### config.mk
export PLATFORM = sky130hd
export DESIGN_NAME = phys_byte_cache
export DESIGN_NICKNAME = d
export VERILOG_FILES = /design/src/rtl/pbc_pkg.sv /design/src/rtl/pbc_addr_split.sv /design/src/rtl/pbc_byte_pick.sv /design/src/rtl/pbc_line_store.sv /design/src/rtl/pbc_fill_ctrl.sv /design/src/rtl/phys_byte_cache.sv
export SDC_FILE = /design/constraint.sdc
export NUM_CORES = 1
export LEC_CHECK = 0
export CELL_PAD_IN_SITES_DETAIL_PLACEMENT = 1
export CELL_PAD_IN_SITES_GLOBAL_PLACEMENT = 1
export CORE_AREA = 2 2 350 248
export CTS_CLUSTER_SIZE = 16
export DETAILED_ROUTE_END_ITERATION = 7
export DIE_AREA = 0 0 352 250
export GPL_ROUTABILITY_DRIVEN = 0
export PLACE_DENSITY = 0.53
export SLEW_MARGIN = 20
export SYNTH_ARGS = -nofsm -noshare
export SYNTH_HDL_FRONTEND = slang
export SYNTH_SLANG_ARGS = --single-unit
### constraint.sdc
create_clock -name clk -period 10.7 [get_ports clk]
set_clock_uncertainty 0.1 [all_clocks]
set_input_delay 2.675 -clock clk [delete_from_list [all_inputs] [get_ports clk]]
set_output_delay 2.675 -clock clk [all_outputs]
set_load 0.01 [all_outputs]
### src/rtl/pbc_pkg.sv
package pbc_pkg;

    localparam int unsigned PBC_ADDR_W = 12;
    localparam int unsigned PBC_OFF_W  = 2;
    localparam int unsigned PBC_IDX_W  = 4;
    localparam int unsigned PBC_BYTE_W = 8;

    typedef enum logic [0:0] {
        ST_IDLE = 1'b0,
        ST_FILL = 1'b1
    } fsm_e;

    // Number of bytes in a block for a given offset width.
    function automatic int unsigned blk_bytes(input int unsigned off_w);
        return 1 << off_w;
    endfunction

endpackage

### src/rtl/pbc_addr_split.sv
module pbc_addr_split #(
    parameter int unsigned ADDR_W = 12,
    parameter int unsigned OFF_W  = 2,
    parameter int unsigned IDX_W  = 4,
    localparam int unsigned TAG_W = ADDR_W - OFF_W - IDX_W
) (
    input  logic [ADDR_W-1:0] addr,
    output logic [OFF_W-1:0]  off,
    output logic [IDX_W-1:0]  idx,
    output logic [TAG_W-1:0]  tag
);
    assign off = addr[OFF_W-1:0];
    assign idx = addr[OFF_W +: IDX_W];
    assign tag = addr[ADDR_W-1 -: TAG_W];
endmodule

### src/rtl/pbc_byte_pick.sv
module pbc_byte_pick #(
    parameter int unsigned OFF_W  = 2,
    parameter int unsigned BYTE_W = 8,
    localparam int unsigned NBYTES = pbc_pkg::blk_bytes(OFF_W),
    localparam int unsigned BLK_W  = NBYTES * BYTE_W
) (
    input  logic [BLK_W-1:0]  block,
    input  logic [OFF_W-1:0]  off,
    output logic [BYTE_W-1:0] byte_out
);
    logic [BYTE_W-1:0] lanes [NBYTES];

    for (genvar k = 0; k < NBYTES; k++) begin : g_lane
        assign lanes[k] = block[k*BYTE_W +: BYTE_W];
    end

    assign byte_out = lanes[off];
endmodule

### src/rtl/pbc_line_store.sv
module pbc_line_store #(
    parameter int unsigned IDX_W = 4,
    parameter int unsigned TAG_W = 6,
    parameter int unsigned BLK_W = 32,
    localparam int unsigned LINES = 1 << IDX_W
) (
    input  logic             clk,
    input  logic             rst,
    input  logic [IDX_W-1:0] rd_idx,
    output logic             rd_valid,
    output logic [TAG_W-1:0] rd_tag,
    output logic [BLK_W-1:0] rd_block,
    input  logic             wr_en,
    input  logic [IDX_W-1:0] wr_idx,
    input  logic [TAG_W-1:0] wr_tag,
    input  logic [BLK_W-1:0] wr_block
);
    logic [LINES-1:0] vld_q;
    logic [TAG_W-1:0] tag_q [LINES];
    logic [BLK_W-1:0] dat_q [LINES];

    for (genvar g = 0; g < LINES; g++) begin : g_line
        logic sel;
        assign sel = wr_en && (wr_idx == IDX_W'(g));

        always_ff @(posedge clk) begin
            if (rst) begin
                vld_q[g] <= 1'b0;
            end else if (sel) begin
                vld_q[g] <= 1'b1;
            end
        end

        always_ff @(posedge clk) begin
            if (sel) begin
                tag_q[g] <= wr_tag;
                dat_q[g] <= wr_block;
            end
        end
    end

    assign rd_valid = vld_q[rd_idx];
    assign rd_tag   = tag_q[rd_idx];
    assign rd_block = dat_q[rd_idx];
endmodule

### src/rtl/pbc_fill_ctrl.sv
module pbc_fill_ctrl #(
    parameter int unsigned ADDR_W = 12,
    parameter int unsigned OFF_W  = 2,
    parameter int unsigned BYTE_W = 8
) (
    input  logic              clk,
    input  logic              rst,
    input  logic              req_valid,
    input  logic [ADDR_W-1:0] req_addr,
    input  logic              look_hit,
    input  logic [BYTE_W-1:0] hit_byte,
    input  logic              mem_rvalid,
    input  logic [BYTE_W-1:0] fill_byte,
    output logic              busy,
    output logic              mem_req,
    output logic [ADDR_W-1:0] mem_addr,
    output logic              fill_we,
    output logic [ADDR_W-1:0] pend_addr,
    output logic              rsp_valid,
    output logic              rsp_hit,
    output logic [BYTE_W-1:0] rsp_data
);
    import pbc_pkg::*;

    fsm_e              state_q;
    logic [ADDR_W-1:0] pend_q;

    always_ff @(posedge clk) begin
        if (rst) begin
            state_q   <= ST_IDLE;
            pend_q    <= '0;
            rsp_valid <= 1'b0;
            rsp_hit   <= 1'b0;
            rsp_data  <= '0;
        end else begin
            rsp_valid <= 1'b0;
            case (state_q)
                ST_IDLE: begin
                    if (req_valid) begin
                        if (look_hit) begin
                            rsp_valid <= 1'b1;
                            rsp_hit   <= 1'b1;
                            rsp_data  <= hit_byte;
                        end else begin
                            state_q <= ST_FILL;
                            pend_q  <= req_addr;
                        end
                    end
                end
                ST_FILL: begin
                    if (mem_rvalid) begin
                        state_q   <= ST_IDLE;
                        rsp_valid <= 1'b1;
                        rsp_hit   <= 1'b0;
                        rsp_data  <= fill_byte;
                    end
                end
                default: state_q <= ST_IDLE;
            endcase
        end
    end

    assign busy      = (state_q == ST_FILL);
    assign mem_req   = busy;
    assign mem_addr  = {pend_q[ADDR_W-1:OFF_W], {OFF_W{1'b0}}};
    assign fill_we   = busy && mem_rvalid;
    assign pend_addr = pend_q;
endmodule

### src/rtl/phys_byte_cache.sv
module phys_byte_cache #(
    parameter int unsigned ADDR_W = pbc_pkg::PBC_ADDR_W,
    parameter int unsigned OFF_W  = pbc_pkg::PBC_OFF_W,
    parameter int unsigned IDX_W  = pbc_pkg::PBC_IDX_W,
    parameter int unsigned BYTE_W = pbc_pkg::PBC_BYTE_W,
    localparam int unsigned TAG_W = ADDR_W - OFF_W - IDX_W,
    localparam int unsigned BLK_W = pbc_pkg::blk_bytes(OFF_W) * BYTE_W
) (
    input  logic              clk,
    input  logic              rst,
    input  logic              req_valid,
    input  logic [ADDR_W-1:0] req_addr,
    output logic              busy,
    output logic              rsp_valid,
    output logic              rsp_hit,
    output logic [BYTE_W-1:0] rsp_data,
    output logic              mem_req,
    output logic [ADDR_W-1:0] mem_addr,
    input  logic              mem_rvalid,
    input  logic [BLK_W-1:0]  mem_rdata
);
    logic [OFF_W-1:0]  rq_off,  pd_off;
    logic [IDX_W-1:0]  rq_idx,  pd_idx;
    logic [TAG_W-1:0]  rq_tag,  pd_tag;
    logic              ln_valid;
    logic [TAG_W-1:0]  ln_tag;
    logic [BLK_W-1:0]  ln_block;
    logic [BYTE_W-1:0] hit_byte, fill_byte;
    logic              look_hit;
    logic              fill_we;
    logic [ADDR_W-1:0] pend_addr;

    pbc_addr_split #(.ADDR_W(ADDR_W), .OFF_W(OFF_W), .IDX_W(IDX_W)) u_split_req (
        .addr(req_addr), .off(rq_off), .idx(rq_idx), .tag(rq_tag)
    );

    pbc_addr_split #(.ADDR_W(ADDR_W), .OFF_W(OFF_W), .IDX_W(IDX_W)) u_split_pend (
        .addr(pend_addr), .off(pd_off), .idx(pd_idx), .tag(pd_tag)
    );

    pbc_line_store #(.IDX_W(IDX_W), .TAG_W(TAG_W), .BLK_W(BLK_W)) u_store (
        .clk      (clk),
        .rst      (rst),
        .rd_idx   (rq_idx),
        .rd_valid (ln_valid),
        .rd_tag   (ln_tag),
        .rd_block (ln_block),
        .wr_en    (fill_we),
        .wr_idx   (pd_idx),
        .wr_tag   (pd_tag),
        .wr_block (mem_rdata)
    );

    assign look_hit = ln_valid && (ln_tag == rq_tag);

    pbc_byte_pick #(.OFF_W(OFF_W), .BYTE_W(BYTE_W)) u_pick_hit (
        .block(ln_block), .off(rq_off), .byte_out(hit_byte)
    );

    pbc_byte_pick #(.OFF_W(OFF_W), .BYTE_W(BYTE_W)) u_pick_fill (
        .block(mem_rdata), .off(pd_off), .byte_out(fill_byte)
    );

    pbc_fill_ctrl #(.ADDR_W(ADDR_W), .OFF_W(OFF_W), .BYTE_W(BYTE_W)) u_ctrl (
        .clk        (clk),
        .rst        (rst),
        .req_valid  (req_valid),
        .req_addr   (req_addr),
        .look_hit   (look_hit),
        .hit_byte   (hit_byte),
        .mem_rvalid (mem_rvalid),
        .fill_byte  (fill_byte),
        .busy       (busy),
        .mem_req    (mem_req),
        .mem_addr   (mem_addr),
        .fill_we    (fill_we),
        .pend_addr  (pend_addr),
        .rsp_valid  (rsp_valid),
        .rsp_hit    (rsp_hit),
        .rsp_data   (rsp_data)
    );
endmodule

Word-level counts from Yosys, hierarchy flattened

Memory sizes are Yosys's and may differ from the RTL's.
Cells that the tools add are included.
Widths: inputs -> output; s select.

Add/subtract/negate cells: 0
$mul: 0
Div/mod/pow operators: 0
Magnitude comparators: 3
Eq/ne operators: 19
Shift operators: 0
Mux-type cells: 146
Bitwise logic cells: 4
Reductions and logical operators: 51

Operators by type and width:

| cell               | number |
|---|---|
| $mux 32            | 15 |
| $reduce_or 32->1   | 15 |
| $mux 4             | 30 |
| $mux 6             | 15 |
| $reduce_or 6->1    | 15 |
| $mux 1             | 72 |
| $mux 8             | 7 |
| $bmux 8 s2         | 2 |
| $eq 4x4->1 const B | 8 |
| $logic_and 1x1->1  | 18 |
| $eq 4x3->1 const B | 4 |
| $pmux 8 s2         | 1 |
| $eq 4x2->1 const B | 2 |
| $eq 6x6->1         | 1 |
| $ge 3x3->1 const B | 2 |
| $ne 2x2->1 const B | 3 |
| $not 2->3          | 2 |
| $pmux 1 s2         | 3 |
| $reduce_and 3->1   | 2 |
| $lt 4x5->1 const B | 1 |
| $bmux 1 s4         | 1 |
| $eq 4x1->1 const B | 1 |
| $logic_not 4->1    | 1 |
| $not 1->1          | 2 |

Register bits: 39
Latch bits: 0
Bits in writable memories: 608
ROM bits: 0
Output and inout port bits: 24
Logic and storage cells: 246
Memories: 2

Memories:

| name          | depth | bits a word | rd ports | clocked after Yosys merged registers in | write ports | line                 | text |
|---|---|---|---|---|---|---|---|
| u_store.dat_q | 16    | 32          | 1        | 0                                       | 1           | pbc_line_store.sv:20 | `logic [BLK_W-1:0] dat_q [LINES];` |
| u_store.tag_q | 16    | 6           | 1        | 0                                       | 1           | pbc_line_store.sv:19 | `logic [TAG_W-1:0] tag_q [LINES];` |

Logic depth before layout (Yosys ltp)

Depth after elaboration: 20
Gate-level depth with buffers: 12

Hierarchy

A second synthesis with hierarchy kept.

Cell total of the unflattened synthesis: 1195
Area total of the unflattened synthesis: 25189.2 um^2

Modules (own cells, without submodules):

| module          | instances | cells each | area an instance (um^2) |
|---|---|---|---|
| pbc_line_store  | 1         | 1018       | 23448.7 |
| pbc_fill_ctrl   | 1         | 125        | 1096.1 |
| pbc_byte_pick   | 2         | 10         | 196.4 |
| pbc_addr_split  | 2         | 12         | 90.1 |
| phys_byte_cache | 1         | 8          | 71.3 |

Worst setup path after synthesis

No wires, ideal clock.

Path type: input-to-reg
Start point: input mem_rvalid
End point: memory u_store.dat_q[0][0], enable pin
Setup time: 0.483 ns
Arrival time: 5.781 ns
Slack: 4.337 ns
Stages: 3
Buffers on the path: 0
Cell sequence: nand2_1 > or3_1 > nor3_1

RTL lines:

| item                           | line                  | text |
|---|---|---|
| start: declaration             | phys_byte_cache.sv:19 | `input logic mem_rvalid,` |
| $logic_and 1x1->1              | pbc_fill_ctrl.sv:66   | `assign fill_we = busy && mem_rvalid;` |
| $logic_and 1x1->1              | pbc_line_store.sv:24  | `assign sel = wr_en && (wr_idx == IDX_W'(g));` |
| via u_store.g_line[0].sel      | pbc_line_store.sv:23  | `logic sel;` |
| $mux 1                         | pbc_line_store.sv:35  | `if (sel) begin` |
| $mux 1 (implied by the code)   | pbc_line_store.sv:37  | `dat_q[g] <= wr_block;` |
| $mux 1 (no line) (15 in a row) | -                     |  |
| end: declaration               | pbc_line_store.sv:20  |  |

The timed path passes the listed nets, and every way through them passes these cells.

Worst setup path after layout

Start point: input req_addr[3]
End point: register u_ctrl.pend_q[6], in the netlist u_ctrl.pend_addr[6]

Longest elaborated chain between the ends: 5

RTL lines:

| item                                              | line                                        | text |
|---|---|---|
| start: declaration                                | phys_byte_cache.sv:12                       | `input logic [ADDR_W-1:0] req_addr,` |
| $mem_v2 16x6 / $bmux 1 s4 (equally long branches) | -                                           |  |
| $eq 6x6->1 / $mux 1 (equally long branches)       | phys_byte_cache.sv:54, pbc_line_store.sv:42 |  |
| $logic_and 1x1->1 (*)                             | phys_byte_cache.sv:54                       | `assign look_hit = ln_valid && (ln_tag == rq_tag);` |
| $not 1->1 (no line) (*)                           | -                                           |  |
| $reduce_and 3->1 (no line) (*)                    | -                                           |  |
| end signal: assignment                            | pbc_fill_ctrl.sv:46                         | `pend_q <= req_addr;` |
| end: declaration                                  | pbc_fill_ctrl.sv:26                         | `logic [ADDR_W-1:0] pend_q;` |

Mark *: on every way between the ends. The rest lies on a longest branch, timed or not. The select of a mux whose other input is x is not followed.
A chain may end at the register's enable or synchronous reset.

==> impl_metrics.toml <==
[sta]
setup_viol = 0
rsz0062_at_grt = "false"
whs_ps = 374
drv_slew = 0
min_period_over_period_pct = 53.9
fmax_mhz = 173
hold_viol_final = 0
maxSlewHeadroom_pct = 31.9
worst_slew_pin_slew_ps = 996
fin_setup_tns_ps = 0
finalCriticalPeriod_ps = 5770

[synthesis]
synth_top_family_by_area = "multiplexers"
seq_area_frac_synth_pct = 75.7
synth_seq_cells = 647
synth-xor-area-share_pct = 0.174
synthSimpleGateAreaFrac_pct = 2.50
syn_area_per_cell_sq_um = 22.0
synth_adder_area_share_pct = 0
synth_edf_count = 608
synth_cells = 1145
synth_mux_area_share_pct = 17.6
synth_compound_area_share_pct = 2.44
syn_area_sq_mm = 0.0251
yosysWarnings = 0
synthFlopType = "edfxtp_1"
netlist-cell-type-count = 38
async_reset_ff_share_pct = 0

[clock_network]
clockRootBuffer = "clkbuf_16"
clkTransAtPathRegs_ps = 60
cts_resized = 0
cts_tree = "yes"
hold_buffers = 0
htreeDepth = 2
clock_path_buffers = 3
numCtsBuffers = 61
postCtsSetupRepairBufs = 0
worstSkewPairLatency_ps = 630
cts.sinks = 647

[cells_and_area]
final_common_cell = "edfxtp_1"
postLayoutCellArea_sq_mm = 0.0294
area_growth_pct = 16.9
num-fill-cells = 8270
seq_area_sq_mm = 0.0190
multi_input_area_sq_mm = 0.00584
layout-drive-gt1-share_pct = 27.0
layout_common_cells = "edfxtp_1, mux4_2, clkdlybuf4s50_1"
final_nets = 1292

[grt]
grt-ovfl-total = 0
grt_pass1_wl_um = 93500
grt_pass1_vias = 12700
grt_max_degree = 68
antenna_found_initial = 9
track_usage_pct = 14.7

[worst_setup_path]
r2r_cells = 5
critPathLaunchType = "input port"
arrival_ps = 6220
r2r_slack_ps = 7630
crit_required_ps = 11150
r2r_end = "u_store.dat_q[2][24]"
cp_max_fo = 53
crit_path_end_kind = "register"
r2r_start = "u_ctrl.busy"
crit_type = "in2reg"

[min_path]
whs_endpoint = "u_store.vld_q[15]"
hp-start = "u_store.vld_q[15]"
whs_path_depth = 2
min_path_type = "reg2reg"

[place]
dp_hpwl_um = 35800
io_buffers = 69
dpl-instance-area_sq_mm = 0.0273

[drt]
routedWlPerCell_um = 26.4
viasPerCell = 4.86
drt.antenna.violating_nets = 0
drcViolationCount = 0
wl_um = 64600
drt_iter0_markers = 1205
vias = 11900
dr.pass1.iters = 5

[power]
vdd_ir_drop_max_v = 0.000120
p_leak_nw = 9.13
p_per_area_mw_per_mm2 = 183

[die]
placementRows = 90
ios = 72
coreArea_sq_mm = 0.0850
die_width_um = 352
die_height_um = 250
start_util_pct = 29.6
dieArea_sq_mm = 0.0880

[status]
outcome = "finished clean"

[flow_run]
drv_cap = 0
[cells in the mapped netlist (4+ instances only)]
| library cell | count | area share (%) |
|---|---|---|
| clkbuf_1 | 21 | 0.31 |
| buf_4 | 15 | 0.45 |
| nand2_1 | 4 | 0.060 |
| a22o_1 | 16 | 0.56 |
| buf_6 | 6 | 0.27 |
| mux4_2 | 168 | 15 |
| mux2i_1 | 38 | 1.5 |
| xnor2_1 | 4 | 0.14 |
| a211oi_1 | 8 | 0.24 |
| edfxtp_1 | 608 | 73 |
| buf_1 | 7 | 0.10 |
| dfxtp_1 | 39 | 3.1 |
| nor2b_1 | 21 | 0.52 |
| nor2_1 | 50 | 0.75 |
| a221oi_1 | 20 | 0.70 |
| nand2b_1 | 30 | 0.75 |
| nor3_1 | 4 | 0.080 |
| or3_1 | 4 | 0.099 |
| buf_2 | 19 | 0.38 |
| o22ai_1 | 12 | 0.30 |
| o21ba_2 | 4 | 0.16 |
| a2111oi_0 | 8 | 0.28 |
| mux2_2 | 24 | 1.1 |
[routing by layer]
metal	up-vias	share of wire [%]	routed length, um	track usage (%)
li1	5015	-	-	-
met1	6519	48	30800	21.9
met2	293	45	29000	22.3
met3	63	6.3	4060	3.20
met4	4	1.2	751	2.38
met5	-	0.034	22	0
[critical path, cell delays in order]
cell and delay [ps]:
buf_6 510, buf_4 770, mux4_2 430, mux4_2 480, and4bb_2 290, a21boi_2 740, mux2i_1 280
[logic make-up (layout without fill, tap and decap cells)]
| logic type | Yosys count | after routing |
|---|---|---|
| flip-flops | 647 | 647 |
| other | 1 | 4 |
| AO/OA/AOI/OAI | 72 | 72 |
| AND/OR/NAND/NOR | 121 | 121 |
| XOR/XNOR | 5 | 5 |
| multiplexers | 230 | 230 |
| buffers and inverters | 69 | 220 |
[worst max path at each step]
stage / slack, ps / depth (start not counted) / start / endpoint
after floorplan: 4340 / 3 / mem_rvalid / u_store.dat_q[0][0]
after global placement: 4260 / 7 / req_addr[3] / u_ctrl.pend_addr[6]
after CTS: 4890 / 7 / req_addr[3] / u_ctrl.pend_addr[6]
after detailed placement: 4230 / 7 / req_addr[3] / u_ctrl.pend_addr[1]
final: 4930 / 7 / req_addr[3] / u_ctrl.pend_addr[6]
after global routing: 4650 / 9 / req_addr[2] / u_ctrl.pend_addr[7]
[stage by stage]
stage / std cells / worst slack, ps / power, W / util (%)
final: 2449 / 4930 / 0.00538 / 34.6
after global routing: 2447 / 4650 / 0.00556 / 34.6
after CTS: 2447 / 4890 / 0.00545 / 34.6
after detailed placement: 2331 / 4230 / 0.00314 / 32.1
after global placement: 2331 / 4260 / 0.00313 / 32.1
after floorplan: 1146 / 4340 / 0.00301 / -
[sequential cells by signal (all words and copies together), names as in the netlist]
signal            count
u_ctrl.busy           1
u_ctrl.pend_addr     12
u_ctrl.rsp_data       8
u_ctrl.rsp_hit        1
u_ctrl.rsp_valid      1
u_store.dat_q       512
u_store.tag_q        96
u_store.vld_q        16
[final cells by class]
class                   count  area share [%]
clock buffers              77            5.68
clock inverters            39            1.51
well taps                1150            4.90
flip-flops and latches    647            64.8
inverters                   1          0.0128
diodes                      2          0.0170
repair buffers            103            3.24
multi-input cells         430            19.9
[power by group]
group          leakage, nW  internal, W  switching [W]
clock                 1.04      0.00134       0.000957
sequential            5.85      0.00278      0.0000181
combinational         2.23     0.000122       0.000157
Power figures use the tool's default switching activity.
